<file path="config.mk">
export PLATFORM = sky130hd
export DESIGN_NAME = addr_data_demux
export DESIGN_NICKNAME = d
export VERILOG_FILES = /design/src/rtl/demux_pkg.sv /design/src/rtl/addr_hold.sv /design/src/rtl/data_steer.sv /design/src/rtl/addr_data_demux.sv
export SDC_FILE = /design/constraint.sdc
export NUM_CORES = 1
export LEC_CHECK = 0
export ABC_AREA = 1
export BUFFER_PORTS_ARGS = -buffer_cell sky130_fd_sc_hd__clkbuf_2
export CORE_ASPECT_RATIO = 0.7
export CORE_MARGIN = 2
export CORE_UTILIZATION = 41
export CTS_BUF_LIST = sky130_fd_sc_hd__clkbuf_8
export DETAILED_ROUTE_END_ITERATION = 6
export PLACE_DENSITY = 0.94
export RECOVER_POWER = 50
export SYNTH_ARGS = -nofsm -noshare
export SYNTH_HDL_FRONTEND = slang
export SYNTH_HIERARCHICAL = 1
export SYNTH_SLANG_ARGS = --single-unit
</file>
<file path="constraint.sdc">
create_clock -name clk -period 2.62 [get_ports clk]
set_input_delay 0.262 -clock clk [delete_from_list [all_inputs] [get_ports clk]]
set_output_delay 0.262 -clock clk [all_outputs]
set_load 0.03 [all_outputs]
</file>
<file path="src/rtl/demux_pkg.sv">
package demux_pkg;
  parameter int DATA_W = 16;
  parameter int HI_W   = 4;
  localparam int LANES  = DATA_W / 8;
  localparam int ADDR_W = DATA_W + HI_W;

  typedef logic [LANES-1:0] lane_t;

  // bit0 = low byte, bit1 = high byte
  function automatic lane_t lane_sel(input logic bhe_n, input logic a0);
    lane_t l;
    l[0] = ~a0;
    l[1] = ~bhe_n;
    return l;
  endfunction
endpackage

</file>
<file path="src/rtl/addr_hold.sv">
module addr_hold #(
  parameter int LO_W = 16,
  parameter int HI_W = 4,
  localparam int AW  = LO_W + HI_W
) (
  input  logic          clk,
  input  logic          rst_n,
  input  logic          ale,
  input  logic [LO_W-1:0] lo,
  input  logic [HI_W-1:0] hi,
  input  logic          bhe_n,
  output logic [AW-1:0] addr,
  output logic          bhe_n_q
);
  logic [AW-1:0] addr_q, addr_d;
  logic          bhe_d, bhe_q;

  always_comb begin
    addr_d = addr_q;
    bhe_d  = bhe_q;
    if (ale) begin
      addr_d = {hi, lo};
      bhe_d  = bhe_n;
    end
  end

  always_ff @(posedge clk or negedge rst_n) begin
    if (!rst_n) begin
      addr_q <= '0;
      bhe_q  <= 1'b1;
    end else begin
      addr_q <= addr_d;
      bhe_q  <= bhe_d;
    end
  end

  // transparent while strobe is high
  assign addr    = ale ? {hi, lo} : addr_q;
  assign bhe_n_q = ale ? bhe_n : bhe_q;
endmodule

</file>
<file path="src/rtl/data_steer.sv">
module data_steer
  import demux_pkg::*;
#(
  parameter int DW = DATA_W,
  localparam int NL = DW / 8
) (
  input  logic [NL-1:0] lanes,
  input  logic          rd_n,
  input  logic          wr_n,
  input  logic [DW-1:0] bus_in,
  input  logic [DW-1:0] rdata,
  output logic [DW-1:0] bus_out,
  output logic [NL-1:0] bus_oe,
  output logic [DW-1:0] wdata,
  output logic [NL-1:0] we
);
  for (genvar g = 0; g < NL; g++) begin : g_lane
    always_comb begin
      bus_oe[g]          = lanes[g] & ~rd_n;
      we[g]              = lanes[g] & ~wr_n;
      bus_out[g*8 +: 8]  = bus_oe[g] ? rdata[g*8 +: 8] : 8'h00;
    end
  end
  assign wdata = bus_in;
endmodule

</file>
<file path="src/rtl/addr_data_demux.sv">
module addr_data_demux
  import demux_pkg::*;
(
  input  logic              clk,
  input  logic              rst_n,
  input  logic [DATA_W-1:0] ad_i,
  input  logic [HI_W-1:0]   a_hi_i,
  input  logic              ale_i,
  input  logic              bhe_n_i,
  input  logic              rd_n_i,
  input  logic              wr_n_i,
  output logic [DATA_W-1:0] ad_o,
  output logic [LANES-1:0]  ad_oe_o,
  output logic [ADDR_W-1:0] mem_addr_o,
  output logic [LANES-1:0]  lane_en_o,
  output logic [DATA_W-1:0] mem_wdata_o,
  output logic [LANES-1:0]  mem_we_o,
  input  logic [DATA_W-1:0] mem_rdata_i
);
  logic bhe_n_held;

  addr_hold #(.LO_W(DATA_W), .HI_W(HI_W)) u_hold (
    .clk(clk), .rst_n(rst_n), .ale(ale_i), .lo(ad_i), .hi(a_hi_i),
    .bhe_n(bhe_n_i), .addr(mem_addr_o), .bhe_n_q(bhe_n_held)
  );

  assign lane_en_o = lane_sel(bhe_n_held, mem_addr_o[0]);

  data_steer #(.DW(DATA_W)) u_steer (
    .lanes(lane_en_o), .rd_n(rd_n_i), .wr_n(wr_n_i), .bus_in(ad_i),
    .rdata(mem_rdata_i), .bus_out(ad_o), .bus_oe(ad_oe_o),
    .wdata(mem_wdata_o), .we(mem_we_o)
  );
endmodule

</file>
==> run_results.csv, run 1 <==
group,metric,value,unit
clocking,cts_hold_buf,1,
flow_run,drv_cap,0,
routing,dr_total_vias,1102,
cells_and_area,finalCoreUtilization,0.604,
routing,ant_nets,0,
synth,ys_types,9,
sta,fmax,0.479,GHz
cells_and_area,finalNetCount,275,
clocking,numCtsBuffers,3,
routing,dr.pass1.iters,6,
clocking,post_cts_buffers,0,
global_route,grt_pass1_vias,893,
placed_design,portBuffers,99,
sta,worst-slew-pin-transition,1040,ps
synth,synth.avg_cell_area,7.37,um^2
critical_path,worstPathMaxFanout,22,
power,leakagePower,1.01,nW
sta,fin_setup_tns,0,ps
clocking,clk_pin_slew,70,ps
placed_design,dpl-instance-area,1470,um^2
critical_path,cp-end-kind,"output port",
sta,hold_viol,0,
routing,drt-initial-drc-count,40,
floorplanning,ioPinCount,100,
routing,routed_wl,2640,um
min_path,min_path_cells,3,
critical_path,crit_type,"in -> out",
global_route,overflow,0,
floorplanning,coreArea,2500,um^2
synth,ys_seq_area_frac,0.483,
synth,synth_area,1090,um^2
min_path,whs_endpoint,"u_hold/bhe_q",
critical_path,reg2regPathDepth,2,
synth,synth_nets,190,
sta,rsz0062_at_grt,"no",
clocking,root_buffer,"clkbuf_8",
cells_and_area,drive_above_1_share,0.388,
power,powerDensity,566,nW/um^2
routing,viasPerCell,4.14,
clocking,cts_tree,"yes",
sta,period_share,0.797,
sta,clock-skew-final,0,ps
critical_path,r2r_slack,1890,ps
critical_path,r2r-end,"u_hold/bhe_q",
cells_and_area,area_growth,38.1,%
global_route,antenna_found_initial,0,
sta,min_period,2090,ps
placed_design,hpwl,2150,um
critical_path,r2r_start,"u_hold/bhe_q",
sta,drv_slew,0,
sta,relSlewSlack,0.309,
routing,drc,0,
clocking,clock_latency,250,ps
floorplanning,num_rows,15,
outcome,status,"complete, no violations",
synth,yosysWarningCount,6,
global_route,grt_pass1_wl,3930,um
floorplanning,die_h,47.2,um
global_route,grt_max_degree,23,
critical_path,arrival,1830,ps
clocking,ctsResizeCount,0,
critical_path,cp_data_required_time,2360,ps
power,ir_worst_vdd,0.000507,V
sta,setup_viol,0,
cells_and_area,final_cell_area,1510,um^2
synth,ys_ff_latch,21,
floorplanning,die_width,65.7,um
clocking,clockBufferDepth,2,
min_path,hp-class,"in -> reg",
synth,synth_cells,148,
placed_design,dpl_worst_slack,657,ps
clocking,cts.sinks,21,
floorplanning,initial_core_util,0.437,
clocking,htreeDepth,1,
power,total_power,853,uW
routing,wl_per_cell,9.91,um
sta,fin_ws,532,ps
critical_path,startpoint_type,"input port",
floorplanning,fp.dieArea,3100,um^2
global_route,grtUsageTotal,0.171,
min_path,hold_path.startpoint,"bhe_n_i",
placed_design,gp_congestion,0.689,
cells_and_area,n_antenna_cell,0,
registers in the layout, summed over array words and instances, names as in the netlist:
| name | flops |
|---|---|
| u_hold/addr_q | 20 |
| u_hold/bhe_q | 1 |
layout make-up:
class                           instances  area (um^2)
Sequential cell                        21          527
Tap cell                               34         42.5
Clock buffer                            3         41.3
Clock inverter                          1         5.00
Timing Repair Buffer                  100          484
Multi-Input combinational cell         83          317
Fill cell                             246          990
Inverter                               24         90.1
cell families (layout without fill, tap and decap cells):
group	Yosys count	count (layout)	share of synthesized area
buffers and inverters	44	128	0.227
flip-flops	21	21	0.483
AND/OR/NAND/NOR	83	83	0.290
worst max path at each step:
stage                     startpoint       to  depth (start not counted)
after floorplan                ale_i  ad_o[0]                          6
after global placement         ale_i  ad_o[5]                          8
after detailed placement       ale_i  ad_o[4]                          8
after CTS                      ale_i  ad_o[4]                          8
after global routing           ale_i  ad_o[3]                          8
final                          ale_i  ad_o[4]                          8
routing by layer:
layer  global-route usage  up-vias  wire length (um)
li1                     -      580                 -
met1                0.223      488              1070
met2                0.287       32              1410
met3               0.0480        2               134
met4               0.0500        0                19
met5                    0        -                 0
critical path: stages:
cell and delay [ps]:
clkbuf_2 340, inv_1 400, nand2_1 150, nand2_1 90, inv_1 110, nand2_2 130, nor2_1 120, clkbuf_2 210
report_power, final:
| part | switching (mW) | total (mW) | internal, mW | leakage (nW) |
|---|---|---|---|---|
| sequential | 0.00725 | 0.361 | 0.353 | 0.254 |
| clock | 0.0945 | 0.200 | 0.106 | 0.0255 |
| combinational | 0.214 | 0.293 | 0.0785 | 0.729 |
| total | 0.316 | 0.853 | 0.537 | 1.01 |
through the flow:
stage,hold WS [ps],cells
finish,214,266
global route,227,266
CTS,207,266
detailed placement,243,261
global placement,246,261
floorplan,-33.6,148
cell usage after synthesis:
library cell / n / area [um^2]
buf_4: 18 / 135
dfstp_2: 1 / 26.3
buf_6: 2 / 22.5
nand2_1: 63 / 236
nand2_2: 2 / 12.5
inv_1: 22 / 82.6
nor2_1: 18 / 67.6
dfrtp_1: 20 / 500
inv_2: 2 / 7.51
cells in the final DEF (no fill, tap or decap):
cell,netlist,final
clkbuf_2,0,82
nand2_1,63,63
inv_1,22,23
dfrtp_1,20,20
nor2_1,18,18
clkbuf_1,0,17
clkbuf_8,0,3
nand2_2,2,2
clkinv_2,0,1
dlygate4sd3_1,0,1
dfstp_2,1,1
inv_2,2,1
(Power assumes the default switching activity.)
==> inputs of run 2 (changes only) <==
CORE_UTILIZATION = 38   (was 41)
PLACE_DENSITY = 0.88   (was 0.94)
clock period = 2 ns   (was 2.62 ns; I/O delays follow)
==> run 2 against run 1 <==
Against the previous run:
- global-route usage down 0.098 points
- sequential power up 31%
- cell count up 1.1%
- worst setup slack worse by 220 ps
- clock skew unchanged
- largest cell class unchanged
- largest power group unchanged
==> run_results.csv, run 2 (synthesized netlist as in run 1, its figures left out) <==
group,metric,value,unit
outcome,status,"complete, no violations",
routing,dr_total_vias,1106,
cells_and_area,final_cell_mix,"clkbuf_2, nand2_1, inv_1, dfrtp_1, nor2_1",
cells_and_area,n_antenna_cell,0,
clocking,numCtsBuffers,3,
cells_and_area,final_cell_area,1520,um^2
cells_and_area,fillerInstances,284,
critical_path,crit_type,"in -> out",
global_route,grt.met2_usage,0.299,
routing,drt-initial-drc-count,18,
critical_path,startpoint_type,"input port",
clocking,clk_pin_slew,70,ps
sta,relSlewSlack,0.288,
critical_path,cp-end-kind,"output port",
critical_path,arrival,1490,ps
global_route,grt_max_degree,23,
sta,whs,162,ps
floorplanning,num_rows,16,
routing,ant_nets,0,
sta,clock-skew-final,0,ps
clocking,cts.sinks,21,
routing,viasPerCell,4.11,
power,leakagePower,1.01,nW
cells_and_area,layout_commonest_cell,"clkbuf_2",
clocking,root_buffer,"clkbuf_8",
placed_design,gp_congestion,0.684,
clocking,post_cts_buffers,0,
cells_and_area,area_growth,39.0,%
power,powerDensity,740,nW/um^2
global_route,grt_pass1_vias,1001,
clocking,clockBufferDepth,2,
clocking,ctsResizeCount,0,
floorplanning,ioPinCount,100,
clocking,cts_tree,"yes",
routing,drc,0,
sta,period_share,0.846,
global_route,overflow,0,
floorplanning,die_h,48.8,um
floorplanning,die_width,68.0,um
global_route,met1_usage,0.198,
sta,drv_slew,0,
critical_path,worstPathMaxFanout,22,
clocking,htreeDepth,1,
global_route,grtUsageTotal,0.170,
cells_and_area,finalNetCount,276,
global_route,antenna_found_initial,0,
sta,fmax,0.591,GHz
global_route,grt_util_met3,0.0439,
routing,wl_per_cell,9.62,um
sta,fin_setup_tns,0,ps
min_path,hp-class,"in -> reg",
routing,dr.pass1.iters,4,
placed_design,hpwl,2120,um
critical_path,cp_data_required_time,1800,ps
global_route,top_usage_layer,"met2",
cells_and_area,seq_area,527,um^2
sta,hold_viol,0,
flow_run,drv_cap,0,
cells_and_area,drive_above_1_share,0.391,
cells_and_area,regMostFlops,"u_hold/addr_q",
routing,routed_wl,2590,um
cells_and_area,multiInputGateArea,317,um^2
cells_and_area,largest_reg_flops,20,
floorplanning,coreArea,2760,um^2
global_route,grt_pass1_wl,4330,um
sta,rsz0062_at_grt,"no",
clocking,cts_hold_buf,1,
floorplanning,initial_core_util,0.395,
cells_and_area,reg_top3,"u_hold/addr_q x20, u_hold/bhe_q x1",
sta,setup_viol,0,
sta,min_period,1690,ps
sta,worst-slew-pin-transition,1070,ps
placed_design,dpl-instance-area,1480,um^2
clocking,clock_latency,250,ps
power,ir_worst_vdd,0.000500,V
placed_design,portBuffers,99,
floorplanning,fp.dieArea,3320,um^2
==> run 2: cell count changes in the layout (fill, tap and decap cells not counted) <==
cell,change
buf_4,+1
==> run 2: worst paths after layout <==
| kind | startpoint | end | cells after the start | slack [ps] |
|---|---|---|---|---|
| max | ale_i | ad_o[2] | 8 | 310 |
| min | bhe_n_i | u_hold/bhe_q | 3 | 160 |
| max reg2reg | u_hold/bhe_q | u_hold/bhe_q | 2 | 1290 |
| min reg2reg | u_hold/addr_q[14] | u_hold/addr_q[14] | 2 | 470 |
| max in group asynchronous | rst_n | u_hold/addr_q[18] | 2 | 700 |
| min in group asynchronous | rst_n | u_hold/addr_q[13] | 2 | 660 |
==> run 2: cell type report <==
cell class,count,share of cell area
clock inverter,1,0.00330
clock buffer,3,0.0272
sequential,21,0.347
multi-input combinational,83,0.209
inverter,24,0.0594
timing repair buffer,101,0.324
tap,36,0.0297
==> run 2: power by group <==
group	internal (mW)	switching, mW	leakage [nW]
combinational	0.104	0.280	0.734
clock	0.138	0.126	0.0255
sequential	0.463	0.0101	0.254
==> run 2: critical path, cell delays in order <==
cell      delay (ps)
clkbuf_2         340
inv_1            180
nand2_1          100
nand2_1           80
inv_1            110
nand2_2          130
nor2_1           120
clkbuf_2         230
==> run 2: metrics by stage <==
stage           util  setup slack (ps)  power [mW]  cells
5_1_grt        0.549               126        1.19    269
4_1_cts        0.557               355        1.14    269
3_3_place_gp   0.536               449       0.864    264
3_5_place_dp   0.536               360       0.873    264
6_report       0.549               309        1.12    269
2_1_floorplan      -               280       0.757    148
==> run 2: layer usage <==
metal	up-vias	share of wire
li1	574	-
met1	493	0.42
met2	35	0.51
met3	4	0.057
met4	0	0.015
met5	-	0
==> inputs of run 3 (changes only) <==
ABC_AREA = 0   (was 1)
CORE_UTILIZATION = 39   (was 38)
clock period = 1.58 ns   (was 2 ns; I/O delays follow)
==> run 3 against run 2 <==
Against the previous run:
- the flow now finishes with violations (setup timing)
- global-route usage grew 1.1 points
- area after synthesis rose by 7.5%
- register-to-register slack worse by 670 ps
- via count shrank 14%
- cell area grew 17%
- wire length is 21% higher
- worst hold slack lost 22 ps
- sequential power rose by 28%
- synthesized cell count decreased by 44%
==> run_results.csv, run 3 <==
group,metric,value,unit
cells_and_area,reg_top3,"u_hold/addr_q x20, u_hold/bhe_q x1",
placed_design,portBuffers,99,
synth,synth_xor_area_frac,0,
synth,synth.avg_cell_area,14.1,um^2
outcome,status,"finished, violations left",
cells_and_area,layout_commonest_cell,"clkbuf_2",
flow_run,drv_cap,0,
floorplanning,coreArea,2820,um^2
global_route,grt_util_met3,0.0266,
synth,synth_top_family_by_area,"multiplexers",
critical_path,cp_data_required_time,1420,ps
critical_path,arrival,1490,ps
global_route,grt_pass1_vias,1012,
routing,drc,0,
global_route,overflow,0,
synth,yosysTopAreaCell,"dfrtp_1",
clocking,root_buffer,"clkbuf_8",
clocking,htreeDepth,1,
critical_path,cp-end-kind,"output port",
floorplanning,fp.dieArea,3470,um^2
synth,synth.area.top_cells,"dfrtp_1, mux2_4, buf_4",
global_route,met1_usage,0.223,
synth,synthAdderAreaFrac,0,
clocking,numCtsBuffers,3,
floorplanning,die_h,49.9,um
synth,synth_area,1170,um^2
synth,ys_seq_area_frac,0.449,
sta,drv_slew,0,
sta,rsz0062_at_grt,"yes",
cells_and_area,largest_reg_flops,20,
synth,synth_top_area_frac,0.427,
cells_and_area,final_cell_mix,"clkbuf_2, mux2_1, dfrtp_1, clkbuf_1, and3b_1",
cells_and_area,final_cell_area,1770,um^2
synth,synth_nets,125,
sta,fmax,0.606,GHz
global_route,grtUsageTotal,0.181,
global_route,grt_pass1_wl,4950,um
synth,ys_ff_latch,21,
global_route,grt_max_degree,22,
synth,yosysWarningCount,6,
placed_design,hpwl,2260,um
sta,hold_viol,0,
sta,min_period,1650,ps
floorplanning,num_rows,16,
power,powerDensity,875,nW/um^2
critical_path,worstPathMaxFanout,5,
synth,synthFlopType,"dfrtp_1",
clocking,clk_pin_slew,70,ps
placed_design,dpl_worst_slack,157,ps
critical_path,r2r_slack,620,ps
synth,async_flop_share,1.00,
sta,setup_viol,19,
routing,ant_nets,0,
routing,routed_wl,3140,um
routing,wl_per_cell,14.7,um
global_route,antenna_found_initial,0,
sta,clock-skew-final,0,ps
min_path,hp-class,"in -> reg",
placed_design,dpl-instance-area,1580,um^2
critical_path,startpoint_type,"flop",
min_path,min_path_cells,2,
critical_path,crit_type,"reg -> out",
global_route,top_usage_layer,"met2",
cells_and_area,n_antenna_cell,0,
synth,ys_types,10,
clocking,clock_latency,250,ps
cells_and_area,area_growth,51.2,%
placed_design,gp_congestion,0.720,
power,ir_worst_vdd,0.000501,V
outcome,violations,"setup timing",
critical_path,cp-startpoint,"u_hold/bhe_q",
routing,dr.pass1.iters,4,
synth,synth_edf_count,0,
global_route,grt.met2_usage,0.341,
floorplanning,ioPinCount,100,
cells_and_area,drive_above_1_share,0.621,
cells_and_area,regMostFlops,"u_hold/addr_q",
floorplanning,die_width,69.5,um
clocking,cts.sinks,21,
clocking,clockBufferDepth,2,
power,leakagePower,0.946,nW
routing,dr_total_vias,948,
sta,relSlewSlack,0.656,
cells_and_area,finalNetCount,220,
synth,synth-simple-area-share,0.147,
sta,fin_ws,-70.5,ps
routing,drt-initial-drc-count,31,
synth,muxShareOfSynthArea,0.266,
sta,worst-slew-pin-transition,516,ps
routing,viasPerCell,4.45,
synth,synth_common_cells,"dfrtp_1, mux2_4, buf_4, and3b_1, and3b_2",
critical_path,reg2regPathDepth,3,
clocking,cts_tree,"yes",
power,total_power,1.55,mW
critical_path,r2r_start,"u_hold/bhe_q",
synth,synth_cells,83,
critical_path,worstSetupEndpoint,"ad_o[10]",
sta,period_share,1.04,
synth,synth_compound_area_frac,0,
critical_path,r2r-end,"u_hold/bhe_q",
floorplanning,initial_core_util,0.415,
[run 3: layout make-up]
cell class | count | area, um^2
inverters | 2 | 15.0
flip-flops and latches | 21 | 527
fillers | 261 | 1050
well taps | 36 | 45.0
repair buffers | 108 | 699
clock inverters | 1 | 5.00
clock buffers | 3 | 41.3
repair inverters | 1 | 7.51
multi-input cells | 41 | 433
[run 3: layer usage]
layer,part of all wire,up-vias,wire (um)
met5,0,-,0
met4,0,0,0
met3,0.024,0,76
met2,0.59,23,1860
met1,0.38,462,1210
li1,-,463,-
[run 3: how the worst min path moves through the flow]
stage,start,endpoint,slack (ps)
detailed placement,rst_n,u_hold/addr_q[13],160
global placement,rst_n,u_hold/addr_q[10],160
finish,a_hi_i[3],u_hold/addr_q[19],140
floorplan,rst_n,u_hold/addr_q[0],-140
CTS,a_hi_i[3],u_hold/addr_q[19],130
global route,a_hi_i[3],u_hold/addr_q[19],130
[run 3: what timing repair did]
action,CTS,global route
gates cloned,1,0
pin swaps,7,1
endpoints found under the setup margin,20,21
hold buffers,1,0
buffers inserted,5,1
endpoints found under the hold margin,20,0
gates resized for setup,36,27
[run 3: worst max-delay path: stages, from the launching register on]
cell and delay (ps):
dfstp_2 520, mux2_4 160, clkinvlp_4 100, buf_6 130, and3b_1 170, clkbuf_8 160
[run 3: kinds of logic (layout without fill, tap and decap cells)]
kind of cell	count (synthesis)	count (layout)
buf+inv	21	115
flops	21	21
mux	21	21
simple gates	20	20
[run 3: power by group]
part           switching, mW  internal [mW]
clock network          0.164          0.175
logic                  0.374          0.232
registers             0.0132          0.592
[run 3: through the flow]
| stage | hold slack [ps] | TNS, ps | std cells | util |
|---|---|---|---|---|
| 2_1_floorplan | -138 | 0 | 83 | - |
| 3_3_place_gp | 155 | 0 | 201 | 0.561 |
| 3_5_place_dp | 158 | 0 | 201 | 0.561 |
| 4_1_cts | 135 | -396 | 212 | 0.645 |
| 5_1_grt | 130 | -2200 | 213 | 0.628 |
| 6_report | 140 | -805 | 213 | 0.628 |
